==> config.mk <==
export PLATFORM = sky130hd
export DESIGN_NAME = secam_line_ctrl
export DESIGN_NICKNAME = d
export VERILOG_FILES = /design/src/rtl/secam_seq_pkg.sv /design/src/rtl/secam_chan_phase.sv /design/src/rtl/secam_line_pulse.sv /design/src/rtl/secam_vb_cal.sv /design/src/rtl/secam_line_ctrl.sv
export SDC_FILE = /design/constraint.sdc
export NUM_CORES = 1
export LEC_CHECK = 0
export ABC_AREA = 1
export ABC_CLOCK_PERIOD_IN_PS = 3700
export BUFFER_PORTS_ARGS = -buffer_cell sky130_fd_sc_hd__buf_2
export CORE_MARGIN = 4
export CORE_UTILIZATION = 40
export CTS_BUF_LIST = sky130_fd_sc_hd__clkbuf_16
export DETAILED_ROUTE_END_ITERATION = 10
export MAX_ROUTING_LAYER = met4
export SLEW_MARGIN = 20
export SYNTH_ARGS = -nofsm -noshare
export SYNTH_HDL_FRONTEND = slang
export SYNTH_HIERARCHICAL = 1
export SYNTH_SLANG_ARGS = --single-unit
export TNS_END_PERCENT = 5
==> constraint.sdc <==
create_clock -name clk -period 3.7 [get_ports clk]
set_clock_uncertainty 0.2 [all_clocks]
set_input_delay 0.555 -clock clk [delete_from_list [all_inputs] [get_ports clk]]
set_output_delay 0.555 -clock clk [all_outputs]
set_load 0.02 [all_outputs]
==> src/rtl/secam_seq_pkg.sv <==
// Package: shared encodings for the SECAM line sequence controller.
// Assumes: nothing beyond IEEE 1800-2017.
package secam_seq_pkg;

    // Tuning mode codes carried on the tune_mode port.
    typedef enum logic [1:0] {
        TUNE_XTAL    = 2'b00,
        TUNE_PLL     = 2'b01,
        TUNE_PLL_VID = 2'b10,
        TUNE_PLL_ALT = 2'b11
    } tune_mode_e;

    // Length of the start-phase cycle, in lines.
    localparam int unsigned PHASE_CYCLE = 3;

endpackage

==> src/rtl/secam_chan_phase.sv <==
// Module: channel alternation, gain select and start-phase sequencing.
// Does: toggles the red/blue flag per line (or forces red when the
// half-line reference is high), steps a modulo-PHASE_CYCLE counter per
// line and inverts the phase pattern at each blanking rise.
// Assumes: line_start and vb_rise are single-cycle pulses.
module secam_chan_phase
    import secam_seq_pkg::*;
(
    input  logic clk,
    input  logic rst_n,
    input  logic line_start,
    input  logic vb_rise,
    input  logic half_line_ref,
    output logic chan_red,
    output logic gain_red,
    output logic phase_flip
);

    localparam int unsigned PW = $clog2(PHASE_CYCLE);
    localparam logic [PW-1:0] PH_LAST = PW'(PHASE_CYCLE - 1);

    logic [PW-1:0] ph_q;
    logic          field_inv_q;

    // Channel flag and gain select: forced red by reference, else toggled.
    always_ff @(posedge clk) begin
        if (!rst_n) begin
            chan_red <= 1'b0;
            gain_red <= 1'b0;
        end else if (line_start) begin
            chan_red <= half_line_ref ? 1'b1 : ~chan_red;
            gain_red <= half_line_ref ? 1'b1 : ~gain_red;
        end
    end

    // Phase counter: one step per line, wraps after PHASE_CYCLE lines.
    always_ff @(posedge clk) begin
        if (!rst_n)
            ph_q <= '0;
        else if (line_start)
            ph_q <= (ph_q == PH_LAST) ? '0 : ph_q + 1'b1;
    end

    // Field inversion bit: flips at each blanking rise.
    always_ff @(posedge clk) begin
        if (!rst_n)
            field_inv_q <= 1'b0;
        else if (vb_rise)
            field_inv_q <= ~field_inv_q;
    end

    // Start phase: last step of the cycle is 180 degrees, then field inversion.
    assign phase_flip = (ph_q == PH_LAST) ^ field_inv_q;

    // free-running alternation flips the channel.
    a_r1_chan_toggles: assert property (@(posedge clk) disable iff (!rst_n)
        (line_start && !half_line_ref) |=> (chan_red != $past(chan_red)));

    // reference high at line start forces red.
    a_r2_ref_forces_red: assert property (@(posedge clk) disable iff (!rst_n)
        (line_start && half_line_ref) |=> chan_red);

    // counter never leaves its cycle.
    a_r3_phase_in_range: assert property (@(posedge clk) disable iff (!rst_n)
        ph_q <= PH_LAST);

    // each blanking rise inverts the field bit.
    a_r4_field_inverts: assert property (@(posedge clk) disable iff (!rst_n)
        vb_rise |=> (field_inv_q != $past(field_inv_q)));

    // gain select tracks the channel.
    a_r9_gain_tracks: assert property (@(posedge clk) disable iff (!rst_n)
        line_start |=> (gain_red == chan_red));

endmodule

==> src/rtl/secam_line_pulse.sv <==
// Module: modulator stop/restart pulse shaper.
// Does: after each line strobe holds stop for STOP_CLKS-1 clocks, then
// restart for RESTART_CLKS clocks, timed from the strobe edge.
// Assumes: STOP_CLKS >= 2 and RESTART_CLKS >= 1.
module secam_line_pulse #(
    parameter int unsigned STOP_CLKS    = 16,
    parameter int unsigned RESTART_CLKS = 4
) (
    input  logic clk,
    input  logic rst_n,
    input  logic line_start,
    output logic mod_stop,
    output logic mod_restart
);

    localparam int unsigned TOTAL = STOP_CLKS + RESTART_CLKS;
    localparam int unsigned CW    = $clog2(TOTAL);
    localparam logic [CW-1:0] C_RST  = CW'(STOP_CLKS);
    localparam logic [CW-1:0] C_LAST = CW'(TOTAL - 1);

    logic [CW-1:0] cnt_q;

    // Clock counter since the last strobe; zero when idle.
    always_ff @(posedge clk) begin
        if (!rst_n)
            cnt_q <= '0;
        else if (line_start)
            cnt_q <= CW'(1);
        else if (cnt_q != '0)
            cnt_q <= (cnt_q == C_LAST) ? '0 : cnt_q + 1'b1;
    end

    // Pulse decode from the counter.
    assign mod_stop    = (cnt_q != '0) && (cnt_q < C_RST);
    assign mod_restart = (cnt_q >= C_RST);

    // stop and restart never overlap.
    a_r5_no_overlap: assert property (@(posedge clk) disable iff (!rst_n)
        !(mod_stop && mod_restart));

    // restart only ever follows a stop period.
    a_r5_restart_after_stop: assert property (@(posedge clk) disable iff (!rst_n)
        $rose(mod_restart) |-> $past(mod_stop));

endmodule

==> src/rtl/secam_vb_cal.sv <==
// Module: calibration window scheduler inside vertical blanking.
// Does: counts lines since blanking began and opens the red window for
// CAL_LINES lines from FIRST_LINE, then the blue window for CAL_LINES.
// Assumes: vblank is a level stable across a line.
module secam_vb_cal #(
    parameter int unsigned FIRST_LINE = 3,
    parameter int unsigned CAL_LINES  = 2
) (
    input  logic clk,
    input  logic rst_n,
    input  logic line_start,
    input  logic vblank,
    output logic cal_red,
    output logic cal_blue
);

    localparam int unsigned SAT_LINE = FIRST_LINE + 2 * CAL_LINES;
    localparam int unsigned LW       = $clog2(SAT_LINE + 1);
    localparam logic [LW-1:0] L_SAT   = LW'(SAT_LINE);
    localparam logic [LW-1:0] L_RED   = LW'(FIRST_LINE);
    localparam logic [LW-1:0] L_BLUE  = LW'(FIRST_LINE + CAL_LINES);
    localparam logic [LW-1:0] L_END   = LW'(FIRST_LINE + 2 * CAL_LINES);

    logic [LW-1:0] line_q;

    // Blanking line counter: cleared outside blanking, saturates after schedule.
    always_ff @(posedge clk) begin
        if (!rst_n)
            line_q <= '0;
        else if (!vblank)
            line_q <= '0;
        else if (line_start && line_q != L_SAT)
            line_q <= line_q + 1'b1;
    end

    // Window decode, cut off the moment blanking ends.
    assign cal_red  = vblank && (line_q >= L_RED)  && (line_q < L_BLUE);
    assign cal_blue = vblank && (line_q >= L_BLUE) && (line_q < L_END);

    // the two windows are exclusive.
    a_r6_windows_exclusive: assert property (@(posedge clk) disable iff (!rst_n)
        !(cal_red && cal_blue));

    // windows exist only inside blanking.
    a_r6_window_in_blank: assert property (@(posedge clk) disable iff (!rst_n)
        (cal_red || cal_blue) |-> vblank);

    // blue window opens only straight after the red one.
    a_r6_blue_after_red: assert property (@(posedge clk) disable iff (!rst_n)
        $rose(cal_blue) |-> $past(cal_red));

endmodule

==> src/rtl/secam_line_ctrl.sv <==
// Module: top of the SECAM line sequence controller.
// Does: detects the blanking rise, instantiates the channel/phase,
// pulse and calibration submodules, and decodes tuning mode and colour kill.
// Assumes: line_start is a single-cycle strobe in the clk domain.
module secam_line_ctrl
    import secam_seq_pkg::*;
#(
    parameter int unsigned STOP_CLKS    = 16,
    parameter int unsigned RESTART_CLKS = 4,
    parameter int unsigned CAL_FIRST    = 3,
    parameter int unsigned CAL_LINES    = 2
) (
    input  logic       clk,
    input  logic       rst_n,
    input  logic       line_start,
    input  logic       vblank,
    input  logic       half_line_ref,
    input  logic [1:0] tune_mode,
    input  logic       colour_kill,
    output logic       chan_red,
    output logic       gain_red,
    output logic       phase_flip,
    output logic       mod_stop,
    output logic       mod_restart,
    output logic       cal_red,
    output logic       cal_blue,
    output logic       xtal_sel,
    output logic       pll_sel,
    output logic       vident_en,
    output logic       chroma_blank
);

    logic vb_d;
    logic vb_rise;

    // Delayed blanking level for edge detection.
    always_ff @(posedge clk) begin
        if (!rst_n)
            vb_d <= 1'b0;
        else
            vb_d <= vblank;
    end

    assign vb_rise = vblank && !vb_d;

    secam_chan_phase u_chan (
        .clk           (clk),
        .rst_n         (rst_n),
        .line_start    (line_start),
        .vb_rise       (vb_rise),
        .half_line_ref (half_line_ref),
        .chan_red      (chan_red),
        .gain_red      (gain_red),
        .phase_flip    (phase_flip)
    );

    secam_line_pulse #(
        .STOP_CLKS    (STOP_CLKS),
        .RESTART_CLKS (RESTART_CLKS)
    ) u_pulse (
        .clk         (clk),
        .rst_n       (rst_n),
        .line_start  (line_start),
        .mod_stop    (mod_stop),
        .mod_restart (mod_restart)
    );

    secam_vb_cal #(
        .FIRST_LINE (CAL_FIRST),
        .CAL_LINES  (CAL_LINES)
    ) u_cal (
        .clk        (clk),
        .rst_n      (rst_n),
        .line_start (line_start),
        .vblank     (vblank),
        .cal_red    (cal_red),
        .cal_blue   (cal_blue)
    );

    // Tuning mode decode into one-hot style enables.
    always_comb begin
        xtal_sel  = 1'b0;
        pll_sel   = 1'b0;
        vident_en = 1'b0;
        case (tune_mode_e'(tune_mode))
            TUNE_XTAL:    xtal_sel = 1'b1;
            TUNE_PLL_VID: begin
                pll_sel   = 1'b1;
                vident_en = 1'b1;
            end
            default:      pll_sel = 1'b1;
        endcase
    end

    // Colour kill passes straight to the chroma blanking command.
    assign chroma_blank = colour_kill;

    // vertical identification only with PLL tuning.
    a_r7_vident_needs_pll: assert property (@(posedge clk) disable iff (!rst_n)
        vident_en |-> (pll_sel && !xtal_sel));

    // exactly one tuning source is selected.
    a_r7_one_source: assert property (@(posedge clk) disable iff (!rst_n)
        $countones({xtal_sel, pll_sel}) == 1);

endmodule

# == After elaboration in Yosys (flattened, before gate mapping) ==
# Index checks and enable logic that the tools add are counted.
# op_classes
n_addsub,3
order_cmp,6
eq_ne,4
mux,9
bitwise,5
reduce_logical,13
# op_table
cell,count
$logic_and A1 B1 Y1,7
$mux W1,7
$lt A3 B3 Y1 const B,2
$add A5 B1 Y5 const B,1
$eq A5 B5 Y1 const B,1
$ge A5 B5 Y1 const B,1
$lt A5 B5 Y1 const B,1
$mux W5,1
$reduce_bool A5 Y1,1
$eq A2 B2 Y1 const B,2
$not A1 Y1,4
$add A3 B1 Y3 const B,1
$ge A3 B2 Y1 const B,1
$ge A3 B3 Y1 const B,1
$ne A3 B3 Y1 const B,1
$add A2 B1 Y2 const B,1
$logic_not A2 Y1,1
$mux W2,1
$reduce_and A2 Y1,1
$reduce_bool A2 Y1,1
$reduce_or A2 Y1,1
$logic_not A1 Y1,1
$xor A1 B1 Y1,1
# word_totals
reg_bits,14
inputBits,8

# == Logic depth before layout (Yosys ltp) ==
# Gate-level depths: netlist (run 1).
# logic_depth
ltp_word,4
depth_mapped,8
depth_no_buf,8

# == Hierarchy ==
# Netlist (run 1), hierarchy kept.
# by_module_without_submodules
mod,n_inst,cells_each,area_per_inst_um2,seq_area_each_um2
secam_line_pulse,1,38,280.3,100.1
secam_vb_cal,1,36,227.7,60.1
secam_chan_phase,1,31,214.0,100.1
secam_line_ctrl,1,11,61.3,20.0

# == Worst setup path before layout (run 1) ==
# OpenSTA, ideal clock, no wires.
# synth_timing
path_kind,register to output
start,reg u_cal.line_q[0]
end,out cal_red
arrival_ns,1.125
t_required_ns,2.945
slack_ns,1.820
path_stages_with_launch,7
n_path_buf,0
path_cell_list,dfxtp_1 ha_1 ha_1 nor2_1 nand2_1 nand2_1 nor2_1
# synth_via
elab_chain_len,3
# synth_lines
element,line,source
"start, declared",secam_vb_cal.sv:24,logic [LW-1:0] line_q;
"start signal, assigned",secam_vb_cal.sv:33,line_q <= line_q + 1'b1;
$ge A3 B2 Y1,secam_vb_cal.sv:37,assign cal_red = vblank && (line_q >= L_RED) && (line_q < L_BLUE);
$logic_and A1 B1 Y1,secam_vb_cal.sv:37,
$logic_and A1 B1 Y1 (*),secam_vb_cal.sv:37,
"end, declared",secam_line_ctrl.sv:25,"output logic cal_red,"
# Every way passes the cells marked *; elsewhere a longest branch is shown, timed or not.

# == Worst setup path after layout (run 1) ==
# Same ends and word-level chain as after synthesis.

==> out/results.ini, run 1 <==
[route]
routed_wl_mm=1.42
post-route-drc-count=0
vias_per_cell=4.40
vias=699
ant_nets=0
drt-pass1-iter-count=4
routedWlPerCell_um=8.94
drtIter0Drc=4

[critical_path]
cp-end-kind=output port
crit-reg2reg-capture=u_cal/line_q[2]
path_cells=ha_1 > ha_1 > nor2_1 > nand2_1 > nand2_1 > nor2_1 > buf_2
cp_max_fo=7
worstReg2RegStart=u_cal/line_q[0]
required_ps=2940
critPathKind=reg2out
critPathTopFamily=flip-flops
reg2reg_slack_ps=2290
cp_num_buf_inv=1
cp-start-kind=flop
cp_num_cells=7
cp_slowest_cell=dfxtp_1
slowest_delay_ps=440
critical_path_arrival_ps=1390
r2r_cells=6

[sta]
clock.fmax_mhz=466
worst_hold_slack_ps=303
final.setup.tns_ps=0
min_period_over_period=0.580
rsz0062_at_grt=false
slew_viol_final=0
hold_viol=0
period_needed_ps=2150
maxSlewHeadroom=0.840
tightest_slew_ps=240
setup_viol=0
setup_slack_ps=1550

[floorplan]
io_pins=19
die_area_mm2=0.00273
coreArea_mm2=0.00178
chipWidth_um=52.3
start_util=0.439
std_cell_rows=15
fp.dieH_um=52.3

[hold_path]
hold_end=u_chan/ph_q[1]
hold-path-cell-count=2
hp-class=reg2reg
min_from=u_chan/ph_q[0]

[flow_run]
cap_violations=0

[global_routing]
track_usage=0.135
grt_pass1_vias=696
grt_pass1_wl_mm=2.74
overflow=0
grt_max_degree=13
antenna_found_initial=0

[cts]
cts_hold_buffers=0
clk_latency_ps=240
tritoncts=yes
clock_sinks=14
root_buffer=clkbuf_16
post_cts_buffers=0
clk_pin_slew_worst_paths_ps=50
post_cts_resized=0
tritoncts.num_buffers=3
htreeDepth=1
clk_path_buf_depth=2

[logic_synthesis]
synth_cells=116
synth_warnings=6
ys_types=22
yosysSeqAreaShare=0.358
syn_area_um2=783
synth_nets=130
ys_ff_latch=14
synth_area_per_cell_um2=6.75

[placed_design]
hpwl_mm=1.08
dp_slack_ps=1810
portBuffers=16
gp_congestion=0.754

[final_layout]
final_cell_mix=27 x nor2_1, 21 x nand2_1, 20 x inv_1
antenna_cells=0
layout.cells.most_common=nor2_1
layout-drive-gt1-share=0.187
n_fill_cell=177
nets=149
post-route-util=0.540
area_growth_pct=22.8

[pwr]
peakVddDrop_uv=285
power_density_mw_per_mm2=441
power_uw=425
power_leakage_uw=0.000507

[run_status]
status=finished clean

## routing by layer
metal	part of all wire	vias to the layer above	GRT usage
li1	-	386	-
met2	0.47	12	0.224
met4	0.011	0	0.0681
met3	0.041	2	0.0342
met1	0.48	299	0.151
met5	0	-	-
## state kept, by name, summed over array words and instances (netlist names)
register and flops:
u_chan/gain_red 1, u_pulse/cnt_q 5, vb_d 1, u_chan/field_inv_q 1, u_chan/chan_red 1, u_chan/ph_q 2
u_cal/line_q 3
## cell usage after synthesis
cell | n | share of area
nor2_2 | 1 | 0.0080
dfxtp_1 | 14 | 0.36
o21ai_1 | 2 | 0.013
nand3_1 | 7 | 0.045
xnor2_1 | 1 | 0.011
xor2_1 | 2 | 0.022
nand4_1 | 1 | 0.0080
nor2_1 | 27 | 0.13
a21oi_2 | 1 | 0.011
nand3b_1 | 1 | 0.0096
inv_1 | 20 | 0.096
nor2_4 | 1 | 0.014
buf_4 | 1 | 0.0096
nand2_2 | 1 | 0.0080
ha_1 | 6 | 0.096
inv_2 | 1 | 0.0048
nor3_1 | 1 | 0.0064
clkbuf_1 | 1 | 0.0048
nand2_1 | 21 | 0.10
o21ai_0 | 2 | 0.013
a21oi_1 | 3 | 0.019
nand3_2 | 1 | 0.013
## final cells by class
type,count,area [µm²],area share
Clock buffer,3,75.1,0.0780
Clock inverter,1,3.75,0.00390
Inverter,21,78.8,0.0819
Multi-Input combinational cell,79,413,0.429
Sequential cell,14,280,0.291
Tap cell,25,31.3,0.0325
Timing Repair Buffer,16,80.1,0.0832
## worst register-to-register path, stage by stage, from the launching register on
cell,delay (ps)
dfxtp_1,370
ha_1,240
ha_1,200
inv_1,100
nand3_1,70
nand2_1,70
nor2_1,40
## how the worst max path moves through the flow
| stage | from | end | slack (ps) |
|---|---|---|---|
| detailed placement | u_cal/line_q[0] | cal_red | 1810 |
| CTS | u_cal/line_q[0] | cal_red | 1540 |
| floorplan | u_cal/line_q[0] | cal_red | 1820 |
| global route | u_cal/line_q[0] | cal_red | 1450 |
| global placement | u_cal/line_q[0] | cal_red | 1840 |
| finish | u_cal/line_q[0] | cal_red | 1550 |
## cell families after synthesis
logic type / synth area share
AOI/OAI and AO/OA: 0.0559
xor gates and xnor gates: 0.0336
adders and majority gates: 0.0958
buffers and inverters: 0.115
and+or+nand+nor: 0.342
DFF: 0.358
## where the power goes
group          switching, µW  internal, µW  leakage (µW)
Clock                   57.5           142     0.0000385
Sequential              7.76           160      0.000115
Combinational           35.5          21.8      0.000353
Total                    101           324      0.000507
## stage by stage
| stage | instances | area (µm²) |
|---|---|---|
| after global routing | 159 | 962 |
| after CTS | 159 | 962 |
| after global placement | 155 | 883 |
| final | 159 | 962 |
| after floorplan | 116 | 783 |
| after detailed placement | 155 | 883 |
(Power assumes the default switching activity.)
==> inputs of run 2 (changes only) <==
ABC_CLOCK_PERIOD_IN_PS = 1800   (was 3700)
clock period = 1.8 ns   (was 3.7 ns; I/O delays follow)
==> run 2 against run 1 <==
Combinational power increased by 110%. Register-to-register slack got worse by 1900 ps. Sequential share of layout area down 0.96 points. Critical endpoint unchanged. Largest cell class unchanged. Largest power group unchanged. Highest routed layer unchanged.
==> out/results.ini, run 2 (synthesized netlist as in run 1, its figures left out) <==
[run_status]
status=finished clean  ; unchanged

[global_routing]
overflow=0  ; unchanged
busiest_layer=met2  ; unchanged
use_met3=0.0370  ; was 0.0342
gr-usage-met1=0.151  ; about the same
grt_max_degree=13  ; unchanged
antenna_found_initial=0  ; unchanged
grt_pass1_wl_mm=2.53  ; was 2.74 mm
grt.met2_usage=0.199  ; was 0.224
grt_pass1_vias=641  ; was 696
track_usage=0.128  ; was 0.135

[cts]
cts_hold_buffers=0  ; unchanged
clk_latency_ps=240  ; about the same
root_buffer=clkbuf_16  ; unchanged
clock_sinks=14  ; unchanged
clk_path_buf_depth=2  ; unchanged
tritoncts=yes  ; unchanged
clk_pin_slew_worst_paths_ps=50  ; about the same
tritoncts.num_buffers=3  ; unchanged
htreeDepth=1  ; unchanged

[sta]
period_needed_ps=1760
rsz0062_at_grt=true  ; was false
final.setup.tns_ps=0  ; unchanged
setup_slack_ps=36.0  ; was 1550 ps
tightest_slew_ps=220  ; was 240 ps
slew_viol_final=0  ; unchanged
min_period_over_period=0.980
maxSlewHeadroom=0.854  ; was 0.840
setup_viol=0  ; unchanged
clock.fmax_mhz=567
hold_viol=0  ; unchanged

[critical_path]
critical_path_arrival_ps=1290  ; was 1390 ps
required_ps=1330  ; was 2940 ps
path_cells=ha_4 > ha_4 > nor2_4 > nand2_1 > nand2_1 > nor2_1 > buf_4  ; was ha_1 > ha_1 > nor2_1 > nand2_1 > nand2_1 > nor2_1 > buf_2
slowest_delay_ps=360  ; was 440 ps
cp_slowest_cell=dfxtp_4  ; was dfxtp_1
cp-end-kind=output port  ; unchanged
critPathKind=reg2out  ; unchanged
cp_max_fo=5  ; was 7
cp-start-kind=flop  ; unchanged

[route]
routed_wl_mm=1.41  ; was 1.42 mm
vias_per_cell=4.39  ; was 4.40
post-route-drc-count=0  ; unchanged
routedWlPerCell_um=8.73  ; was 8.94 µm
ant_nets=0  ; unchanged
drtIter0Drc=9  ; was 4
drt-pass1-iter-count=4  ; unchanged
vias=706  ; was 699

[floorplan]
io_pins=19  ; unchanged
coreArea_mm2=0.00178  ; unchanged
start_util=0.439  ; unchanged
chipWidth_um=52.3  ; unchanged
die_area_mm2=0.00273  ; unchanged
std_cell_rows=15  ; unchanged
fp.dieH_um=52.3  ; unchanged

[final_layout]
top_register=u_pulse/cnt_q  ; unchanged
seq_area_um2=289  ; was 280 µm²
layout-drive-gt1-share=0.250  ; was 0.187
nets=151  ; was 149
n_fill_cell=187  ; was 177
antenna_cells=0  ; unchanged
layout.cells.most_common=nor2_1  ; unchanged
largest_reg_flops=5  ; unchanged
top_regs=u_pulse/cnt_q (5), u_cal/line_q (3), u_chan/ph_q (2)  ; unchanged
multi_input_area_um2=450  ; was 413 µm²
area_growth_pct=31.0  ; was 22.8%
final_cell_mix=26 x nor2_1, 21 x nand2_1, 20 x inv_1  ; was 27 x nor2_1, 21 x nand2_1, 20 x inv_1

[pwr]
power_frac_clock=0.471  ; about the same
power.internal_uw=669  ; was 324 µW
seqPwrFrac=0.390  ; was 0.394
swShare=0.239  ; was 0.237
p_sw_uw=210  ; was 101 µW
power_leakage_uw=0.000523  ; was 0.000507 µW
power_frac_comb=0.139  ; was 0.135
peakVddDrop_uv=460  ; was 285 µV
power_density_mw_per_mm2=857  ; was 441 mW/mm²

[placed_design]
portBuffers=16  ; unchanged
hpwl_mm=1.08  ; about the same
gp_congestion=0.807  ; was 0.754
dp_slack_ps=198  ; was 1810 ps

[flow_run]
cap_violations=0  ; unchanged

[hold_path]
hp-class=in2reg  ; was reg2reg

==> run 2: per-layer routing <==
layer  routed length (µm)  up-vias
li1                     -      393
met1                  711      297
met2                  605       14
met3                   67        2
met4                   21        0
met5                    0        -
==> run 2: what timing repair did <==
item,CTS,global route
endpoints found under the setup margin,1,1
resized for setup,3,10
endpoints found under the hold margin,0,0
pin swaps,0,3
setup buffers,0,2
==> run 2: cell type report <==
cell class	count	share of cell area
Tap cell	25	0.0305
Timing Repair Buffer	18	0.0951
Sequential cell	14	0.282
Clock buffer	3	0.0732
Inverter	21	0.0768
Multi-Input combinational cell	79	0.439
Clock inverter	1	0.00366
==> run 2: power groups by stage <==
stage               logic (µW)  registers (µW)  clock network [µW]
floorplan                 80.5             351                   0
global placement           115             349                   0
CTS                        118             344                 428
global route               145             345                 444
finish                     123             343                 414
detailed placement         118             350                   0
==> run 2: worst max-delay path: cells and delay by family (launching register included) <==
family,cells,cell delay (ps)
buffers and inverters,1,150
adders and majority gates,2,320
and+or+nand+nor,4,230
DFF,1,360
==> run 2: final timing paths <==
path              cells after the start  slack (ps)             start               end
setup / recovery                      7          40   u_cal/line_q[0]           cal_red
hold reg to reg                       2         290    u_chan/ph_q[0]    u_chan/ph_q[0]
hold / removal                        3          80            vblank              vb_d
setup reg to reg                      8         440  u_pulse/cnt_q[0]  u_pulse/cnt_q[0]
==> run 2: through the flow <==
stage          instance area, µm²  hold WS (ps)  instances  utilization  total power (µW)
2_1_floorplan                 783           163        116            -               431
3_3_place_gp                  883           282        155        0.495               464
3_5_place_dp                  883           286        155        0.495               467
4_1_cts                       967          78.0        159        0.542               890
5_1_grt                      1030           120        161        0.575               934
6_report                     1030          77.2        161        0.575               879
